### config.mk
export PLATFORM = sky130hd
export DESIGN_NAME = pcg_ctrl
export DESIGN_NICKNAME = d
export VERILOG_FILES = /design/src/rtl/pcg_pkg.sv /design/src/rtl/pcg_decode.sv /design/src/rtl/pcg_bank.sv /design/src/rtl/pcg_rdport.sv /design/src/rtl/pcg_ctrl.sv
export SDC_FILE = /design/constraint.sdc
export NUM_CORES = 1
export LEC_CHECK = 0
export ABC_AREA = 1
export BUFFER_PORTS_ARGS = -buffer_cell sky130_fd_sc_hd__buf_2
export CORE_ASPECT_RATIO = 1.1
export CORE_UTILIZATION = 38
export CTS_CLUSTER_DIAMETER = 150
export CTS_CLUSTER_SIZE = 16
export DETAILED_ROUTE_END_ITERATION = 8
export HOLD_SLACK_MARGIN = 0.03
export MAX_ROUTING_LAYER = met4
export REMOVE_ABC_BUFFERS = 1
export SYNTH_ARGS = -nofsm -noshare
export SYNTH_HDL_FRONTEND = slang
export SYNTH_SLANG_ARGS = --single-unit
export TNS_END_PERCENT = 100
### constraint.sdc
create_clock -name clk -period 0.89 [get_ports clk]
set_input_delay 0.1335 -clock clk [delete_from_list [all_inputs] [get_ports clk]]
set_output_delay 0.1335 -clock clk [all_outputs]
set_load 0.02 [all_outputs]
### src/rtl/pcg_pkg.sv
package pcg_pkg;

   localparam int unsigned PCG_BANK_W  = 32;
   localparam int unsigned PCG_MAX_IDS = 64;

   localparam logic [3:0] PCG_OFS_SET  = 4'h0;
   localparam logic [3:0] PCG_OFS_CLR  = 4'h4;
   localparam logic [3:0] PCG_OFS_STAT = 4'h8;

   typedef enum logic [1:0] {
      REG_NONE = 2'd0,
      REG_SET  = 2'd1,
      REG_CLR  = 2'd2,
      REG_STAT = 2'd3
   } pcg_reg_e;

endpackage

### src/rtl/pcg_decode.sv
module pcg_decode
   import pcg_pkg::*;
#(
   parameter int unsigned ADDR_W     = 8,
   parameter int unsigned NUM_BANKS  = 2,
   parameter int unsigned BANK_SEL_W = 1
) (
   input  logic [ADDR_W-1:0]     addr,
   output pcg_reg_e              kind,
   output logic [BANK_SEL_W-1:0] bank_sel
);

   localparam int unsigned HI_W = ADDR_W - 4;
   localparam logic [HI_W-1:0] BANK_LIM = HI_W'(NUM_BANKS);

   logic [HI_W-1:0] hi;
   assign hi = addr[ADDR_W-1:4];

   always_comb begin
      kind     = REG_NONE;
      bank_sel = hi[BANK_SEL_W-1:0];
      if (hi < BANK_LIM) begin
         unique case (addr[3:0])
            PCG_OFS_SET:  kind = REG_SET;
            PCG_OFS_CLR:  kind = REG_CLR;
            PCG_OFS_STAT: kind = REG_STAT;
            default:      kind = REG_NONE;
         endcase
      end
   end

endmodule

### src/rtl/pcg_bank.sv
module pcg_bank #(
   parameter int unsigned BANK_IDX   = 0,
   parameter int unsigned BANK_W     = 32,
   parameter int unsigned NUM_PERIPH = 64,
   parameter int unsigned NUM_FIXED  = 2
) (
   input  logic              clk,
   input  logic              rst_n,
   input  logic [BANK_W-1:0] set_mask,
   input  logic [BANK_W-1:0] clr_mask,
   output logic [BANK_W-1:0] en_bits
);

   localparam int unsigned FIRST_ID = BANK_IDX * BANK_W;

   for (genvar i = 0; i < BANK_W; i++) begin : g_bit
      localparam int unsigned ID = FIRST_ID + i;
      if (ID < NUM_FIXED) begin : g_fixed
         assign en_bits[i] = 1'b1;
      end else if (ID >= NUM_PERIPH) begin : g_absent
         assign en_bits[i] = 1'b0;
      end else begin : g_live
         logic q;
         always_ff @(posedge clk or negedge rst_n) begin
            if (!rst_n)           q <= 1'b0;
            else if (clr_mask[i]) q <= 1'b0;
            else if (set_mask[i]) q <= 1'b1;
         end
         assign en_bits[i] = q;


         set_takes_chk: assert property (@(posedge clk) disable iff (!rst_n)
            (set_mask[i] && !clr_mask[i]) |=> en_bits[i]);

         clr_takes_chk: assert property (@(posedge clk) disable iff (!rst_n)
            clr_mask[i] |=> !en_bits[i]);

         idle_hold_chk: assert property (@(posedge clk) disable iff (!rst_n)
            (!set_mask[i] && !clr_mask[i]) |=> $stable(en_bits[i]));
      end
   end

endmodule

### src/rtl/pcg_rdport.sv
module pcg_rdport
   import pcg_pkg::*;
#(
   parameter int unsigned NUM_BANKS  = 2,
   parameter int unsigned BANK_W     = 32,
   parameter int unsigned BANK_SEL_W = 1
) (
   input  logic                          clk,
   input  logic                          rst_n,
   input  logic                          rd_en,
   input  pcg_reg_e                      kind,
   input  logic [BANK_SEL_W-1:0]         bank_sel,
   input  logic [NUM_BANKS*BANK_W-1:0]   en_flat,
   output logic [BANK_W-1:0]             rdata
);

   logic [BANK_W-1:0] sel_word;

   always_comb begin
      sel_word = '0;
      for (int b = 0; b < NUM_BANKS; b++) begin
         if (bank_sel == BANK_SEL_W'(b)) sel_word = en_flat[b*BANK_W +: BANK_W];
      end
   end

   always_ff @(posedge clk or negedge rst_n) begin
      if (!rst_n)                         rdata <= '0;
      else if (rd_en && kind == REG_STAT) rdata <= sel_word;
      else                                rdata <= '0;
   end


   nonstat_zero_chk: assert property (@(posedge clk) disable iff (!rst_n)
      (rd_en && kind != REG_STAT) |=> rdata == '0);

endmodule

### src/rtl/pcg_ctrl.sv
module pcg_ctrl
   import pcg_pkg::*;
#(
   parameter int unsigned NUM_PERIPH = 64,
   parameter int unsigned NUM_FIXED  = 2,
   parameter int unsigned ADDR_W     = 8,
   parameter int unsigned DATA_W     = 32
) (
   input  logic                  clk,
   input  logic                  rst_n,
   input  logic [ADDR_W-1:0]     bus_addr,
   input  logic                  bus_wr,
   input  logic [DATA_W-1:0]     bus_wdata,
   input  logic                  bus_rd,
   output logic [DATA_W-1:0]     bus_rdata,
   output logic [NUM_PERIPH-1:0] clk_en
);

   localparam int unsigned BANK_W     = PCG_BANK_W;
   localparam int unsigned NUM_BANKS  = (NUM_PERIPH + BANK_W - 1) / BANK_W;
   localparam int unsigned BANK_SEL_W = (NUM_BANKS > 1) ? $clog2(NUM_BANKS) : 1;
   localparam int unsigned FLAT_W     = NUM_BANKS * BANK_W;

   if (NUM_PERIPH > PCG_MAX_IDS) begin : g_chk_max
      $error("NUM_PERIPH exceeds supported maximum");
   end
   if (NUM_PERIPH <= NUM_FIXED) begin : g_chk_fixed
      $error("NUM_PERIPH must exceed NUM_FIXED");
   end
   if (DATA_W != BANK_W) begin : g_chk_data
      $error("DATA_W must equal bank width");
   end
   if (ADDR_W < 4 + BANK_SEL_W) begin : g_chk_addr
      $error("ADDR_W too small for bank count");
   end

   pcg_reg_e              kind;
   logic [BANK_SEL_W-1:0] bank_sel;
   logic [FLAT_W-1:0]     en_flat;

   pcg_decode #(
      .ADDR_W    (ADDR_W),
      .NUM_BANKS (NUM_BANKS),
      .BANK_SEL_W(BANK_SEL_W)
   ) u_decode (
      .addr    (bus_addr),
      .kind    (kind),
      .bank_sel(bank_sel)
   );

   for (genvar b = 0; b < NUM_BANKS; b++) begin : g_bank
      logic              hit;
      logic [BANK_W-1:0] set_mask;
      logic [BANK_W-1:0] clr_mask;

      assign hit      = bus_wr && (bank_sel == BANK_SEL_W'(b));
      assign set_mask = (hit && kind == REG_SET) ? bus_wdata : '0;
      assign clr_mask = (hit && kind == REG_CLR) ? bus_wdata : '0;

      pcg_bank #(
         .BANK_IDX  (b),
         .BANK_W    (BANK_W),
         .NUM_PERIPH(NUM_PERIPH),
         .NUM_FIXED (NUM_FIXED)
      ) u_bank (
         .clk     (clk),
         .rst_n   (rst_n),
         .set_mask(set_mask),
         .clr_mask(clr_mask),
         .en_bits (en_flat[b*BANK_W +: BANK_W])
      );
   end

   pcg_rdport #(
      .NUM_BANKS (NUM_BANKS),
      .BANK_W    (BANK_W),
      .BANK_SEL_W(BANK_SEL_W)
   ) u_rdport (
      .clk     (clk),
      .rst_n   (rst_n),
      .rd_en   (bus_rd),
      .kind    (kind),
      .bank_sel(bank_sel),
      .en_flat (en_flat),
      .rdata   (bus_rdata)
   );

   assign clk_en = en_flat[NUM_PERIPH-1:0];


   fixed_status_chk: assert property (@(posedge clk) disable iff (!rst_n)
      (bus_rd && kind == REG_STAT && bank_sel == '0) |=> bus_rdata[NUM_FIXED-1:0] == '1);

   inert_write_chk: assert property (@(posedge clk) disable iff (!rst_n)
      (bus_wr && (kind == REG_STAT || kind == REG_NONE)) |=> $stable(clk_en));

endmodule

# After elaboration in Yosys (flattened, before gate mapping)
# Cells that the tools add are included.
[totals]
wordCells = 272
reg_bits = 94
[op_classes]
magnitude_cmp = 1
n_mux = 132
reduce_logical = 70
n_bitwise = 1
eq_ne = 5
[ops]
columns = ["cell", "n"]
rows = [
  ["$mux W32", 6],
  ["$mux W1", 124],
  ["$reduce_bool A2 Y1", 62],
  ["$logic_and A1 B1 Y1", 7],
  ["$pmux W2 S3", 1],
  ["$eq A2 B2 Y1 const B", 2],
  ["$eq A4 B3 Y1 const B", 1],
  ["$eq A4 B4 Y1 const B", 1],
  ["$logic_not A4 Y1", 1],
  ["$lt A4 B2 Y1 const B", 1],
  ["$eq A2 B1 Y1 const B", 1],
  ["$mux W2", 1],
  ["$not A1 Y1", 1],
]

# Longest topological paths before layout
[logic_depth]
depth_word = 8
mapped_depth = 8
depth_no_buf = 7

# Cells and area by module
# From an unflattened synthesis, not the netlist that was laid out.
[hier_totals]
hier_cells = 592
hier_area_um2 = 4857.2
[modules_own_cells]
columns = ["mod", "cells_per_inst", "n_inst", "area_each_um2", "seq_area_each_um2"]
rows = [
  ["pcg_rdport", 140, 1, 1393.8, 800.8],
  ["pcg_bank at g_bank[1].u_bank", 128, 1, 1281.2, 800.8],
  ["pcg_bank at g_bank[0].u_bank", 123, 1, 1219.9, 750.7],
  ["pcg_ctrl", 189, 1, 912.1, 0.0],
  ["pcg_decode", 12, 1, 50.0, 0.0],
]

# Least setup slack after synthesis
# OpenSTA, ideal clock, no wires.
[synth_path]
path_type = "input port to flip-flop"
from = "input bus_addr[4]"
to = "register g_bank[0].u_bank.g_bit[16].g_live.q"
path_slack_ps = -119
stages = 6
setup_time_ps = 117
path_buffers = 2
arrival_time_ps = 892
path_cell_list = "buf_4 -> nor2_4 -> clkbuf_1 -> nand4_1 -> nand2_1 -> nand2_1"
[synth_between]
elab_chain_cells = 6
[synth_rtl]
columns = ["element", "line_no", "rtl"]
rows = [
  ["start, declared", "pcg_ctrl.sv:11", "input logic [ADDR_W-1:0] bus_addr,"],
  ["$lt A4 B2 Y1", "pcg_decode.sv:22", "if (hi < BANK_LIM) begin"],
  ["$mux W2", "pcg_decode.sv:22", ""],
  ["$eq A2 B2 Y1 or $eq A2 B1 Y1 (tied branches)", "pcg_ctrl.sv:58, pcg_ctrl.sv:57", ""],
  ["$logic_and A1 B1 Y1, on equally long branches", "pcg_ctrl.sv:58, pcg_ctrl.sv:57", ""],
  ["$mux W32, on equally long branches", "pcg_ctrl.sv:58, pcg_ctrl.sv:57", ""],
  ["$mux W1 or $reduce_bool A2 Y1 (tied branches)", "-", ""],
  ["end signal, assigned", "pcg_bank.sv:25", "if (!rst_n) q <= 1'b0;"],
  ["end signal, assigned", "pcg_bank.sv:26", "else if (clr_mask[i]) q <= 1'b0;"],
  ["end signal, assigned", "pcg_bank.sv:27", "else if (set_mask[i]) q <= 1'b1;"],
  ["end, declared", "pcg_bank.sv:23", "logic q;"],
]
# Parallel ways exist; a longest one is shown, timed or not.
# A chain may end at the register's enable or synchronous reset.

# Final worst setup path
[layout_path]
from = "register g_bank[0].u_bank.g_bit[11].g_live.q"
to = "output clk_en[11]"
[layout_lines]
columns = ["element", "line_no", "rtl"]
rows = [
  ["start, declared", "pcg_bank.sv:23", ""],
  ["start signal, assigned", "pcg_bank.sv:25", ""],
  ["start signal, assigned", "pcg_bank.sv:26", ""],
  ["start signal, assigned", "pcg_bank.sv:27", ""],
  ["end, declared", "pcg_ctrl.sv:16", "output logic [NUM_PERIPH-1:0] clk_en"],
]
# No word-level cell between the ends.

==> out/metrics.csv <==
metric;value;unit
grt_usage;23.0;%
synth_edf_count;0;
startpoint_type;flip-flop;
cts_tree;built;
grt_max_degree;56;
synthArstFlopShare;100;%
overflow;0;
grt_pass1_wl;22.2;mm
hp-class;input pin to flip-flop;
crit_type;flip-flop to primary output;
multiInputGateArea;1830;sq um
power.leakage;3.76;nW
grt_pass1_vias;4384;
cp_max_fo;3;
routed_via_density;5.24;
clock-sinks;94;
violations;negative setup slack;
drc;0;
cts_max_path_buffers;2;
drt_iter0_drc;233;
clock-skew-final;0.00437;ns
setup_ws;-0.190;ns
wirelength;15.9;mm
rows;42;
finalHoldViolations;0;
gp_congestion;0.783;
clock_latency;0.35;ns
end_kind;primary output;
cts-root-buf;clkbuf_16;
synth_area;4770;sq um
cpMaxStageDelayCell;dfrtp_1;
cp.required;0.76;ns
synth_area_leader_cell;dfrtp_1;
slowest_delay;0.44;ns
cpLargestDelayFamily;flip-flops;
hold_slack;0.0412;ns
ys_warn_count;0;
synthTopCellsByCount;186 x nand2_1, 94 x dfrtp_1, 91 x nand4_1, 70 x buf_4, 41 x a21oi_1;
io_pins;140;
seq_area;2350;sq um
arrival;0.95;ns
rsz0062_at_grt;true;
finalSetupTns;-15.73;ns
synth_cells;572;
status;finished with violations;
clkTransAtPathRegs;0.07;ns
fillCellCount;1022;
powerDensity;1330;nW/um^2
die_w;109;um
fin_crit_sh;121;%
synth_flop_cell;dfrtp_1;
port_buffers;137;
wire_per_inst;17.4;um
syn_to_final_growth;57.6;%
critPathBufInv;1;
max_cap_violations;0;
hpwl;8.82;mm
num_vias;4788;
fmax;0.926;GHz
yosysMostFrequentCell;nand2_1;
coreArea;12100;sq um
slew_violations;0;
layout.nets;799;
synth.distinct_cells;17;
die_h;120;um
die_area;13000;sq um
synth.avg_cell_area;8.34;sq um
ys_top_cells_by_area;dfrtp_1 49%, nand2_1 15%, nand4_1 12%, buf_4 11%, a21oi_1 4.3%;
drive_gt1_share;45.1;%
yosysSeqAreaShare;49.3;%
crit_chain;buf_6;
synth-seq-cells;94;
cts_buffers;9;
ctsHtreeMaxLevel;3;
antenna_found_initial;1;
start_util;39.3;%
antenna_left;0;
synth_top_area_share;49.3;%
finalCriticalPeriod;1.08;ns
ir_worst_vdd;1.03;mV
drtPass1Iterations;5;
setup_viol;175;
## placed cells by master, fill, tap and decap left out, types with 4 or more instances in the layout
cell,count
nand2_1,164
buf_6,110
dfrtp_1,94
nand4_1,91
buf_4,87
buf_2,40
inv_1,23
nand2_2,21
a21oi_1,21
a21oi_2,20
clkbuf_16,17
buf_12,14
nor2_1,11
dlygate4sd3_1,9
nor2_4,8
inv_2,6
buf_8,6
nor2_2,4
## where the power goes
| group | switching (mW) | total, mW | internal, mW |
|---|---|---|---|
| Sequential | 0.122 | 4.53 | 4.41 |
| Clock | 1.66 | 3.69 | 2.03 |
| Combinational | 0.941 | 1.76 | 0.816 |
## final timing paths
check                                                    startpoint                             endpoint  slack, ns  depth (start not counted)
worst max-delay path            g_bank[0].u_bank.g_bit[11].g_live.q                           clk_en[11]      -0.19                          1
worst min-delay path                                  bus_wdata[27]  g_bank[1].u_bank.g_bit[27].g_live.q       0.04                          3
worst max register to register  g_bank[1].u_bank.g_bit[15].g_live.q                   u_rdport.rdata[15]      -0.03                          4
worst min register to register  g_bank[0].u_bank.g_bit[17].g_live.q  g_bank[0].u_bank.g_bit[17].g_live.q       0.54                          2
max in group asynchronous                                     rst_n  g_bank[1].u_bank.g_bit[13].g_live.q       0.29                          3
min in group asynchronous                                     rst_n   g_bank[1].u_bank.g_bit[1].g_live.q       0.31                          3
## state kept, by name, indices dropped and copies added (netlist names)
name                          count
g_bank.u_bank.g_bit.g_live.q     62
u_rdport.rdata                   32
## per-layer routing
metal	GRT usage, %	routed length, um	up-vias
met5	-	0	-
met4	9.54	364	0
met3	4.62	1020	29
met2	35.8	7880	219
met1	29.3	6600	2332
li1	-	-	2208
## area by class of cell
| class | count | share of cell area (%) |
|---|---|---|
| timing repair buffer | 274 | 36.6 |
| sequential | 94 | 31.3 |
| clock inverter | 3 | 0.266 |
| inverter | 29 | 1.45 |
| clock buffer | 12 | 3.41 |
| tap | 154 | 2.56 |
| multi-input combinational | 347 | 24.4 |
| antenna | 1 | 0.0333 |
## logic make-up after synthesis
logic type	after synthesis	share of synthesized area, %
buf+inv	133	16.9
flops	94	49.3
other cells	1	0.0786
simple gates	303	29.4
compound gates	41	4.30
## per-stage QoR
step                setup slack (ns)  instances  area (sq um)  util, %  power [mW]
floorplan                      -1.56        469          4080        -        5.05
global placement              -0.336        799          5410     44.6        5.76
detailed placement            -0.362        799          5410     44.6        5.78
CTS                           -0.175        876          6770     55.7        9.84
global route                  -0.204        914          7520     61.9        10.3
finish                        -0.190        914          7520     61.9        9.97
## timing repair
item                                    in CTS  in global routing
setup buffers                               53                 24
hold endpoints to repair                   102                  0
gates cloned                                 0                 14
gates resized for setup                    189                 91
pin swaps                                    1                 24
hold buffers                                 9                  0
endpoints found under the setup margin      96                168
Note: power is estimated with default switching activity, not from simulation.
